<file path="config.mk">
export PLATFORM = sky130hd
export DESIGN_NAME = frame_aligner
export DESIGN_NICKNAME = d
export VERILOG_FILES = /design/src/rtl/fa_pkg.sv /design/src/rtl/fa_phase_ctr.sv /design/src/rtl/fa_hdr_match.sv /design/src/rtl/fa_search_fsm.sv /design/src/rtl/frame_aligner.sv
export SDC_FILE = /design/constraint.sdc
export NUM_CORES = 1
export LEC_CHECK = 0
export BUFFER_PORTS_ARGS = -buffer_cell sky130_fd_sc_hd__buf_2
export CAP_MARGIN = 20
export CORE_ASPECT_RATIO = 0.7
export CORE_MARGIN = 2
export CORE_UTILIZATION = 60
export DETAILED_ROUTE_END_ITERATION = 12
export PLACE_DENSITY = 0.78
export SYNTH_ARGS = -nofsm -noshare
export SYNTH_HDL_FRONTEND = slang
export SYNTH_SLANG_ARGS = --single-unit
</file>
<file path="constraint.sdc">
create_clock -name clk -period 2.6 [get_ports clk]
set_clock_uncertainty 0.15 [all_clocks]
set_input_delay 0.13 -clock clk [delete_from_list [all_inputs] [get_ports clk]]
set_output_delay 0.13 -clock clk [all_outputs]
set_load 0.02 [all_outputs]
</file>
<file path="src/rtl/fa_pkg.sv">
package fa_pkg;
  typedef enum logic [1:0] {
    FA_HUNT   = 2'd0,
    FA_SLIP   = 2'd1,
    FA_SETTLE = 2'd2,
    FA_LOCK   = 2'd3
  } fa_state_e;
endpackage

</file>
<file path="src/rtl/fa_phase_ctr.sv">
module fa_phase_ctr #(
  parameter int WORD_RATIO = 8
) (
  input  logic clk,
  input  logic rst_n,
  output logic frame_edge_o
);
  localparam int PW = (WORD_RATIO > 1) ? $clog2(WORD_RATIO) : 1;
  localparam logic [PW-1:0] PH_LAST = PW'(WORD_RATIO - 1);

  logic [PW-1:0] ph_q;

  always_ff @(posedge clk or negedge rst_n) begin
    if (!rst_n)              ph_q <= '0;
    else if (ph_q == PH_LAST) ph_q <= '0;
    else                     ph_q <= ph_q + 1'b1;
  end

  assign frame_edge_o = (ph_q == '0);
endmodule

</file>
<file path="src/rtl/fa_hdr_match.sv">
module fa_hdr_match #(
  parameter int              HDR_W   = 2,
  parameter logic [HDR_W-1:0] HDR_PAT = 2'b01
) (
  input  logic [HDR_W-1:0] hdr_i,
  output logic             match_o
);
  assign match_o = (hdr_i == HDR_PAT);
endmodule

</file>
<file path="src/rtl/fa_search_fsm.sv">
module fa_search_fsm
  import fa_pkg::*;
#(
  parameter int REQ_TRUE    = 32,
  parameter int ALLOW_FALSE = 4,
  parameter int OVER_N      = 64,
  parameter int SLIP_MIN    = 1,
  parameter int SLIP_WAIT   = 40
) (
  input  logic clk,
  input  logic rst_n,
  input  logic search_rst,
  input  logic frame_edge,
  input  logic match,
  output logic slip_o,
  output logic locked_o,
  output logic slip_even_o
);
  localparam int TW   = (REQ_TRUE > 1) ? $clog2(REQ_TRUE) : 1;
  localparam int CW   = (OVER_N > 1) ? $clog2(OVER_N) : 1;
  localparam int FW   = (ALLOW_FALSE > 0) ? $clog2(ALLOW_FALSE + 1) : 1;
  localparam int DMAX = (SLIP_MIN > SLIP_WAIT) ? SLIP_MIN : SLIP_WAIT;
  localparam int DW   = (DMAX > 1) ? $clog2(DMAX) : 1;

  localparam logic [TW-1:0] TRUE_LAST   = TW'(REQ_TRUE - 1);
  localparam logic [CW-1:0] CHK_LAST    = CW'(OVER_N - 1);
  localparam logic [FW-1:0] FALSE_LIMIT = FW'(ALLOW_FALSE);
  localparam logic [DW-1:0] SLIP_LAST   = DW'(SLIP_MIN - 1);
  localparam logic [DW-1:0] WAIT_LAST   = DW'(SLIP_WAIT - 1);

  fa_state_e     st_q, st_d;
  logic [TW-1:0] true_q, true_d;
  logic [CW-1:0] chk_q, chk_d;
  logic [FW-1:0] false_q, false_d;
  logic [DW-1:0] dly_q, dly_d;
  logic          par_q, par_d;

  always_comb begin
    st_d    = st_q;
    true_d  = true_q;
    chk_d   = chk_q;
    false_d = false_q;
    dly_d   = dly_q;
    par_d   = par_q;
    unique case (st_q)
      FA_HUNT: begin
        if (frame_edge) begin
          if (match) begin
            if (true_q == TRUE_LAST) begin
              st_d    = FA_LOCK;
              true_d  = '0;
              chk_d   = '0;
              false_d = '0;
            end else begin
              true_d = true_q + 1'b1;
            end
          end else begin
            true_d = '0;
            dly_d  = '0;
            par_d  = ~par_q;
            st_d   = FA_SLIP;
          end
        end
      end
      FA_SLIP: begin
        if (dly_q == SLIP_LAST) begin
          dly_d = '0;
          st_d  = FA_SETTLE;
        end else begin
          dly_d = dly_q + 1'b1;
        end
      end
      FA_SETTLE: begin
        if (dly_q == WAIT_LAST) begin
          dly_d = '0;
          st_d  = FA_HUNT;
        end else begin
          dly_d = dly_q + 1'b1;
        end
      end
      FA_LOCK: begin
        if (frame_edge) begin
          if (!match && (false_q == FALSE_LIMIT)) begin
            st_d   = FA_HUNT;
            true_d = '0;
          end else if (chk_q == CHK_LAST) begin
            chk_d   = '0;
            false_d = '0;
          end else begin
            chk_d = chk_q + 1'b1;
            if (!match) false_d = false_q + 1'b1;
          end
        end
      end
      default: st_d = FA_HUNT;
    endcase
  end

  always_ff @(posedge clk or negedge rst_n) begin
    if (!rst_n) begin
      st_q    <= FA_HUNT;
      true_q  <= '0;
      chk_q   <= '0;
      false_q <= '0;
      dly_q   <= '0;
      par_q   <= 1'b0;
    end else if (search_rst) begin
      st_q    <= FA_HUNT;
      true_q  <= '0;
      chk_q   <= '0;
      false_q <= '0;
      dly_q   <= '0;
      par_q   <= 1'b0;
    end else begin
      st_q    <= st_d;
      true_q  <= true_d;
      chk_q   <= chk_d;
      false_q <= false_d;
      dly_q   <= dly_d;
      par_q   <= par_d;
    end
  end

  assign slip_o      = (st_q == FA_SLIP);
  assign locked_o    = (st_q == FA_LOCK);
  assign slip_even_o = ~par_q;
endmodule

</file>
<file path="src/rtl/frame_aligner.sv">
module frame_aligner #(
  parameter int               HDR_W       = 2,
  parameter logic [HDR_W-1:0] HDR_PAT     = 2'b01,
  parameter int               WORD_RATIO  = 8,
  parameter int               REQ_TRUE    = 32,
  parameter int               ALLOW_FALSE = 4,
  parameter int               OVER_N      = 64,
  parameter int               SLIP_MIN    = 1,
  parameter int               SLIP_WAIT   = 40
) (
  input  logic             clk,
  input  logic             rst_n,
  input  logic             search_rst,
  input  logic [HDR_W-1:0] hdr_i,
  output logic             hdr_flag_o,
  output logic             slip_o,
  output logic             locked_o,
  output logic             slip_even_o
);
  logic frame_edge;
  logic match;

  fa_phase_ctr #(.WORD_RATIO(WORD_RATIO)) u_phase (
    .clk          (clk),
    .rst_n        (rst_n),
    .frame_edge_o (frame_edge)
  );

  fa_hdr_match #(.HDR_W(HDR_W), .HDR_PAT(HDR_PAT)) u_match (
    .hdr_i   (hdr_i),
    .match_o (match)
  );

  fa_search_fsm #(
    .REQ_TRUE    (REQ_TRUE),
    .ALLOW_FALSE (ALLOW_FALSE),
    .OVER_N      (OVER_N),
    .SLIP_MIN    (SLIP_MIN),
    .SLIP_WAIT   (SLIP_WAIT)
  ) u_fsm (
    .clk         (clk),
    .rst_n       (rst_n),
    .search_rst  (search_rst),
    .frame_edge  (frame_edge),
    .match       (match),
    .slip_o      (slip_o),
    .locked_o    (locked_o),
    .slip_even_o (slip_even_o)
  );

  assign hdr_flag_o = frame_edge;
endmodule

</file>
Yosys cells after proc, flatten, opt, wreduce, memory -nomap -nowiden
Cells that the tools add are included.
{"block": "word_totals", "ff_bits": 26, "latch_bits": 0, "ram_bits": 0, "romBits": 0, "in_bits": 5, "out_inout_bits": 4, "elab_cells": 93, "n_memories": 0}
{"block": "classes", "n_addsub": 5, "multipliers": 0, "div": 0, "n_lt_le_gt_ge": 0, "n_eq_ne": 21, "n_shift": 0, "n_mux": 44, "bitwise": 1, "reduce_logical": 15}
{"operator": "6-bit two-way mux", "count": 12}
{"operator": "5-bit two-way mux", "count": 6}
{"operator": "3-bit two-way mux", "count": 9}
{"operator": "6-bit case mux with 3 select lines", "count": 1}
{"operator": "2-bit two-way mux", "count": 8}
{"operator": "3-bit by 2-bit != test with 1-bit output (second input constant)", "count": 5}
{"operator": "6-bit by 1-bit adder with 6-bit output (second input constant)", "count": 2}
{"operator": "6-bit equality test (second input constant)", "count": 2}
{"operator": "3-bit != test (second input constant)", "count": 4}
{"operator": "6-bit case mux with 2 select lines", "count": 1}
{"operator": "6-bit AND reduction", "count": 2}
{"operator": "5-bit case mux with 2 select lines", "count": 1}
{"operator": "4-bit != test (second input constant)", "count": 2}
{"operator": "2-bit case mux with 4 select lines", "count": 1}
{"operator": "7-bit AND reduction", "count": 1}
{"operator": "3-bit by 1-bit adder with 3-bit output (second input constant)", "count": 2}
{"operator": "3-bit equality test (second input constant)", "count": 2}
{"operator": "6-bit zero test", "count": 1}
{"operator": "3-bit case mux with 2 select lines", "count": 1}
{"operator": "3-bit AND reduction", "count": 2}
{"operator": "5-bit by 1-bit adder with 5-bit output (second input constant)", "count": 1}
{"operator": "5-bit equality test (second input constant)", "count": 1}
{"operator": "2-bit by 1-bit equality test with 1-bit output (second input constant)", "count": 2}
{"operator": "2-bit equality test (second input constant)", "count": 2}
{"operator": "11 further kinds", "count": 15}

Longest topological paths before layout
{"block": "depth", "ltp_word": 7, "ltp_mapped": 9}

By module
Synthesis repeated with hierarchy kept, for this count alone.
{"block": "hier_totals", "hier_cells": 177, "area_unflattened_um2": 1611.5}
{"module": "fa_search_fsm", "instances": 1, "cells_per_inst": 165, "area_each_um2": 1453.9, "seq_area_each_um2": 575.6}
{"module": "fa_phase_ctr", "instances": 1, "cells_per_inst": 11, "area_each_um2": 143.9, "seq_area_each_um2": 75.1}
{"module": "fa_hdr_match", "instances": 1, "cells_per_inst": 1, "area_each_um2": 13.8, "seq_area_each_um2": 0.0}

Worst setup path before layout
Ideal clock, no wire load.
{"block": "synth_timing", "kind": "reg2reg", "start": "register u_fsm.true_q[0]", "end": "register u_fsm.false_q[1]", "setup_time_ns": 0.121, "arrival_time_ns": 1.755, "slack_ns": 0.574, "stages_incl_launch_ff": 10, "n_path_buf": 1, "period_less_slack_ns": 2.026, "cell_sequence": "dfrtp_1 ha_1 and3_1 ha_1 inv_1 o21ai_2 a31oi_2 buf_6 nor2_2 a32o_2"}
{"block": "synth_via", "elab_chain_len": 3}
{"item": "from (decl)", "line": "fa_search_fsm.sv:32", "text": "logic [TW-1:0] true_q, true_d;"}
{"item": "from (signal assigned)", "line": "fa_search_fsm.sv:116", "text": "true_q <= true_d;"}
{"item": "5-bit equality test", "line": "fa_search_fsm.sv:49", "text": "if (true_q == TRUE_LAST) begin"}
{"item": "3-bit by 2-bit != test with 1-bit output (no line)"}
{"item": "7-bit AND reduction (no line)"}
{"item": "to (signal assigned)", "line": "fa_search_fsm.sv:118", "text": "false_q <= false_d;"}
{"item": "to (decl)", "line": "fa_search_fsm.sv:34", "text": "logic [FW-1:0] false_q, false_d;"}
Every way passes these cells.
A chain may end at the register's enable or synchronous reset.

Final worst setup path
Ends and elaborated chain as after synthesis.

==> results.sh <==
export IMPL_slew_headroom=0.600
export IMPL_synthCells=174
export IMPL_path_delay_family="compound AO/OA/AOI/OAI gates"
export IMPL_synth_simple_area_share=0.225
export IMPL_r2r_start="u_fsm.true_q[0]"
export IMPL_gr_total_overflow=0
export IMPL_maxCapViolCount=0
export IMPL_ir_worst_vdd_mv=0.444
export IMPL_wl_per_cell_um=13.7
export IMPL_drive_gt1_frac=0.169
export IMPL_cellLeakagePower_uw=0.000833
export IMPL_path_clk_slew_ns=0.08
export IMPL_hold_class="in -> reg"
export IMPL_drv_slew=0
export IMPL_design_area_sq_um=1790
export IMPL_reg2regPathDepth=8
export IMPL_synth_avg_cell_area_sq_um=9.63
export IMPL_numCtsBuffers=3
export IMPL_port_buffers=8
export IMPL_hp_start="hdr_i[0]"
export IMPL_ant_nets=0
export IMPL_yosysTopAreaCell="dfrtp_1"
export IMPL_drt_wl_total_um=2980
export IMPL_fin_setup_tns_ns=0
export IMPL_final_nets=203
export IMPL_regToRegSetupSlack_ns=0.22
export IMPL_startpoint_type="register"
export IMPL_hold_viol=0
export IMPL_worstMarginPinSlew_ns=0.598
export IMPL_start_util=0.656
export IMPL_synth_net_count=193
export IMPL_fillers=195
export IMPL_dieArea_sq_um=3240
export IMPL_drt_iter0_drc=75
export IMPL_synth_xor_area_frac=0.00523
export IMPL_cp_common_cell="ha_1"
export IMPL_powerDensity_nw_per_um2=648
export IMPL_drc=0
export IMPL_ioPinCount=9
export IMPL_drt_first_pass_iters=4
export IMPL_grt_max_degree=27
export IMPL_gp_congestion=0.791
export IMPL_outcome="complete, no violations"
export IMPL_crit_fanout=14
export IMPL_synth_area_sq_um=1680
export IMPL_synth_common_cells="dfrtp_1 (26), nand2_1 (19), ha_1 (14), inv_1 (14), o21ai_0 (12)"
export IMPL_rsz0062_at_grt="false"
export IMPL_synth_top_area_frac=0.388
export IMPL_ys_seq_elements=26
export IMPL_cts_resized=0
export IMPL_coreArea_sq_um=2550
export IMPL_crit_chain="ha_1, and3_1, ha_1, inv_1, o21ai_2, a31oi_2, nor2_2, a32o_2"
export IMPL_grt_total_usage=0.210
export IMPL_area_growth_pct=6.87
export IMPL_first_global_vias=1130
export IMPL_ys_types=54
export IMPL_viasPerCell=5.79
export IMPL_place_ws_ns=0.256
export IMPL_worstPathArrival_ns=2.39
export IMPL_cp_slowest_cell="a31oi_2"
export IMPL_ctsHtreeMaxLevel=1
export IMPL_holdPathEnd="u_fsm.false_q[2]"
export IMPL_hold_depth=4
export IMPL_grt_pass1_wl_um=5000
export IMPL_fmax_mhz=421
export IMPL_cts_num_sinks=26
export IMPL_yosysSeqAreaShare=0.388
export IMPL_place_area_sq_um=1700
export IMPL_setup_slack_ns=0.222
export IMPL_place_inst=211
export IMPL_yosysMostFrequentCell="dfrtp_1"
export IMPL_dp_hpwl_um=2230
export IMPL_synth_fa_ha_area_frac=0.105
export IMPL_ys_flop_type="dfrtp_1"
export IMPL_async_flop_share=1.00
export IMPL_cts_tree="built"
export IMPL_fin_crit_sh=0.914
export IMPL_synth_area_mux_share=0
export IMPL_fp_dieW_um=67.2
export IMPL_ys_warnings_count=0
export IMPL_synthTopCellsByArea="dfrtp_1 (39%), ha_1 (10%), nand2_1 (4.3%)"
export IMPL_min_period_ns=2.38
export IMPL_setup_violations=0
export IMPL_required_ns=2.61
export IMPL_endpoint_kind="register"
export IMPL_via_count=1256
export IMPL_synth_top_family_by_area="simple AND/OR/NAND/NOR gates"
export IMPL_ctsRootBufferMaster="clkbuf_8"
export IMPL_clk_insertion_delay_late_ns=0.27
export IMPL_max_stage_delay_ns=0.53
export IMPL_reg2reg_to="u_fsm.false_q[1]"
export IMPL_clk_path_buf_depth=2
export IMPL_synth_edf_count=0
export IMPL_antenna_found_initial=0
export IMPL_crit_buf_inv=1
export IMPL_antenna_cells=0
export IMPL_synth_compound_gate_area_share=0.206
export IMPL_instances_no_fill=217
export IMPL_fp_dieH_um=48.2
export IMPL_placementRows=15
export IMPL_path_class="reg -> reg"
-- how the worst max path moves through the flow --
| stage | depth (start not counted) | slack (ns) | start | end |
|---|---|---|---|---|
| 2_1_floorplan | 9 | 0.57 | u_fsm.true_q[0] | u_fsm.false_q[1] |
| 3_3_place_gp | 8 | 0.36 | u_fsm.true_q[0] | u_fsm.false_q[1] |
| 3_5_place_dp | 8 | 0.26 | u_fsm.true_q[0] | u_fsm.false_q[1] |
| 4_1_cts | 8 | 0.25 | u_fsm.true_q[0] | u_fsm.false_q[1] |
| 5_1_grt | 8 | 0.08 | u_fsm.true_q[0] | u_fsm.false_q[1] |
| 6_report | 8 | 0.22 | u_fsm.true_q[0] | u_fsm.false_q[1] |
-- worst register-to-register path: cells and delay by family (launching register included) --
family	cells	cell delay (ns)
AO/OA/AOI/OAI	3	0.88
buffers and inverters	1	0.10
flip-flops	1	0.41
adder cells (fa/ha/maj)	2	0.43
AND/OR/NAND/NOR	2	0.29
-- registers in the layout, summed over array words and instances (netlist names) --
name           flops
u_fsm.dly_q        6
u_fsm.false_q      3
u_fsm.true_q       5
u_fsm.par_q        1
u_phase.ph_q       3
u_fsm.chk_q        6
u_fsm.st_q         2
-- placed cells by master, fill, tap and decap left out, types with 3 or more instances in the layout --
| master | synthesis | layout |
|---|---|---|
| a21o_1 | 3 | 3 |
| a21oi_1 | 4 | 4 |
| buf_2 | 1 | 8 |
| clkbuf_8 | 0 | 3 |
| dfrtp_1 | 26 | 26 |
| ha_1 | 14 | 14 |
| inv_1 | 14 | 14 |
| nand2_1 | 19 | 19 |
| nand3_1 | 10 | 10 |
| nor2_1 | 10 | 10 |
| nor2b_1 | 3 | 3 |
| nor3_1 | 4 | 4 |
| o21ai_0 | 12 | 12 |
| o31ai_1 | 3 | 3 |
-- cell families after synthesis --
kind of cell             count (synthesis)
adder cells (fa/ha/maj)                 14
AO/OA/AOI/OAI                           44
flip-flops                              26
XOR/XNOR                                 1
buffers and inverters                   20
AND/OR/NAND/NOR                         69
-- power breakdown --
group	switching (uW)	total [uW]	leakage, uW	internal (uW)
clock	128	334	0.0000357	206
sequential	22.4	453	0.000356	431
combinational	224	373	0.000441	149
total	374	1160	0.000833	786
-- final cells by class --
type                            instances  area [sq um]  area share
Clock inverter                          1          30.0      0.0168
Clock buffer                            3          41.3      0.0231
Timing Repair Buffer                   11          67.6      0.0377
Tap cell                               34          42.5      0.0238
Inverter                               14          52.6      0.0294
Sequential cell                        26           651       0.363
Multi-Input combinational cell        128           906       0.506
-- timing repair --
item	in CTS	in global routing
endpoints found under the hold margin	27	0
setup endpoints to repair	0	0
setup buffers	0	0
hold buffers	2	0
-- per-layer routing --
metal  vias to the layer above  part of all wire  track usage
met5                         -                 0            0
met4                         0            0.0040       0.0367
met3                         2             0.034       0.0485
met2                        19              0.47        0.370
met1                       602              0.49        0.274
li1                        633                 -            -
-- stage by stage --
step / utilization / power [uW] / hold slack, ns
after floorplan: - / 763 / -0.316
after global placement: 0.666 / 818 / 0.000781
after detailed placement: 0.666 / 833 / 0.0140
after CTS: 0.701 / 1180 / 0.114
after global routing: 0.701 / 1240 / 0.125
final: 0.701 / 1160 / 0.120
No activity file was read; power rests on OpenSTA's default activity.
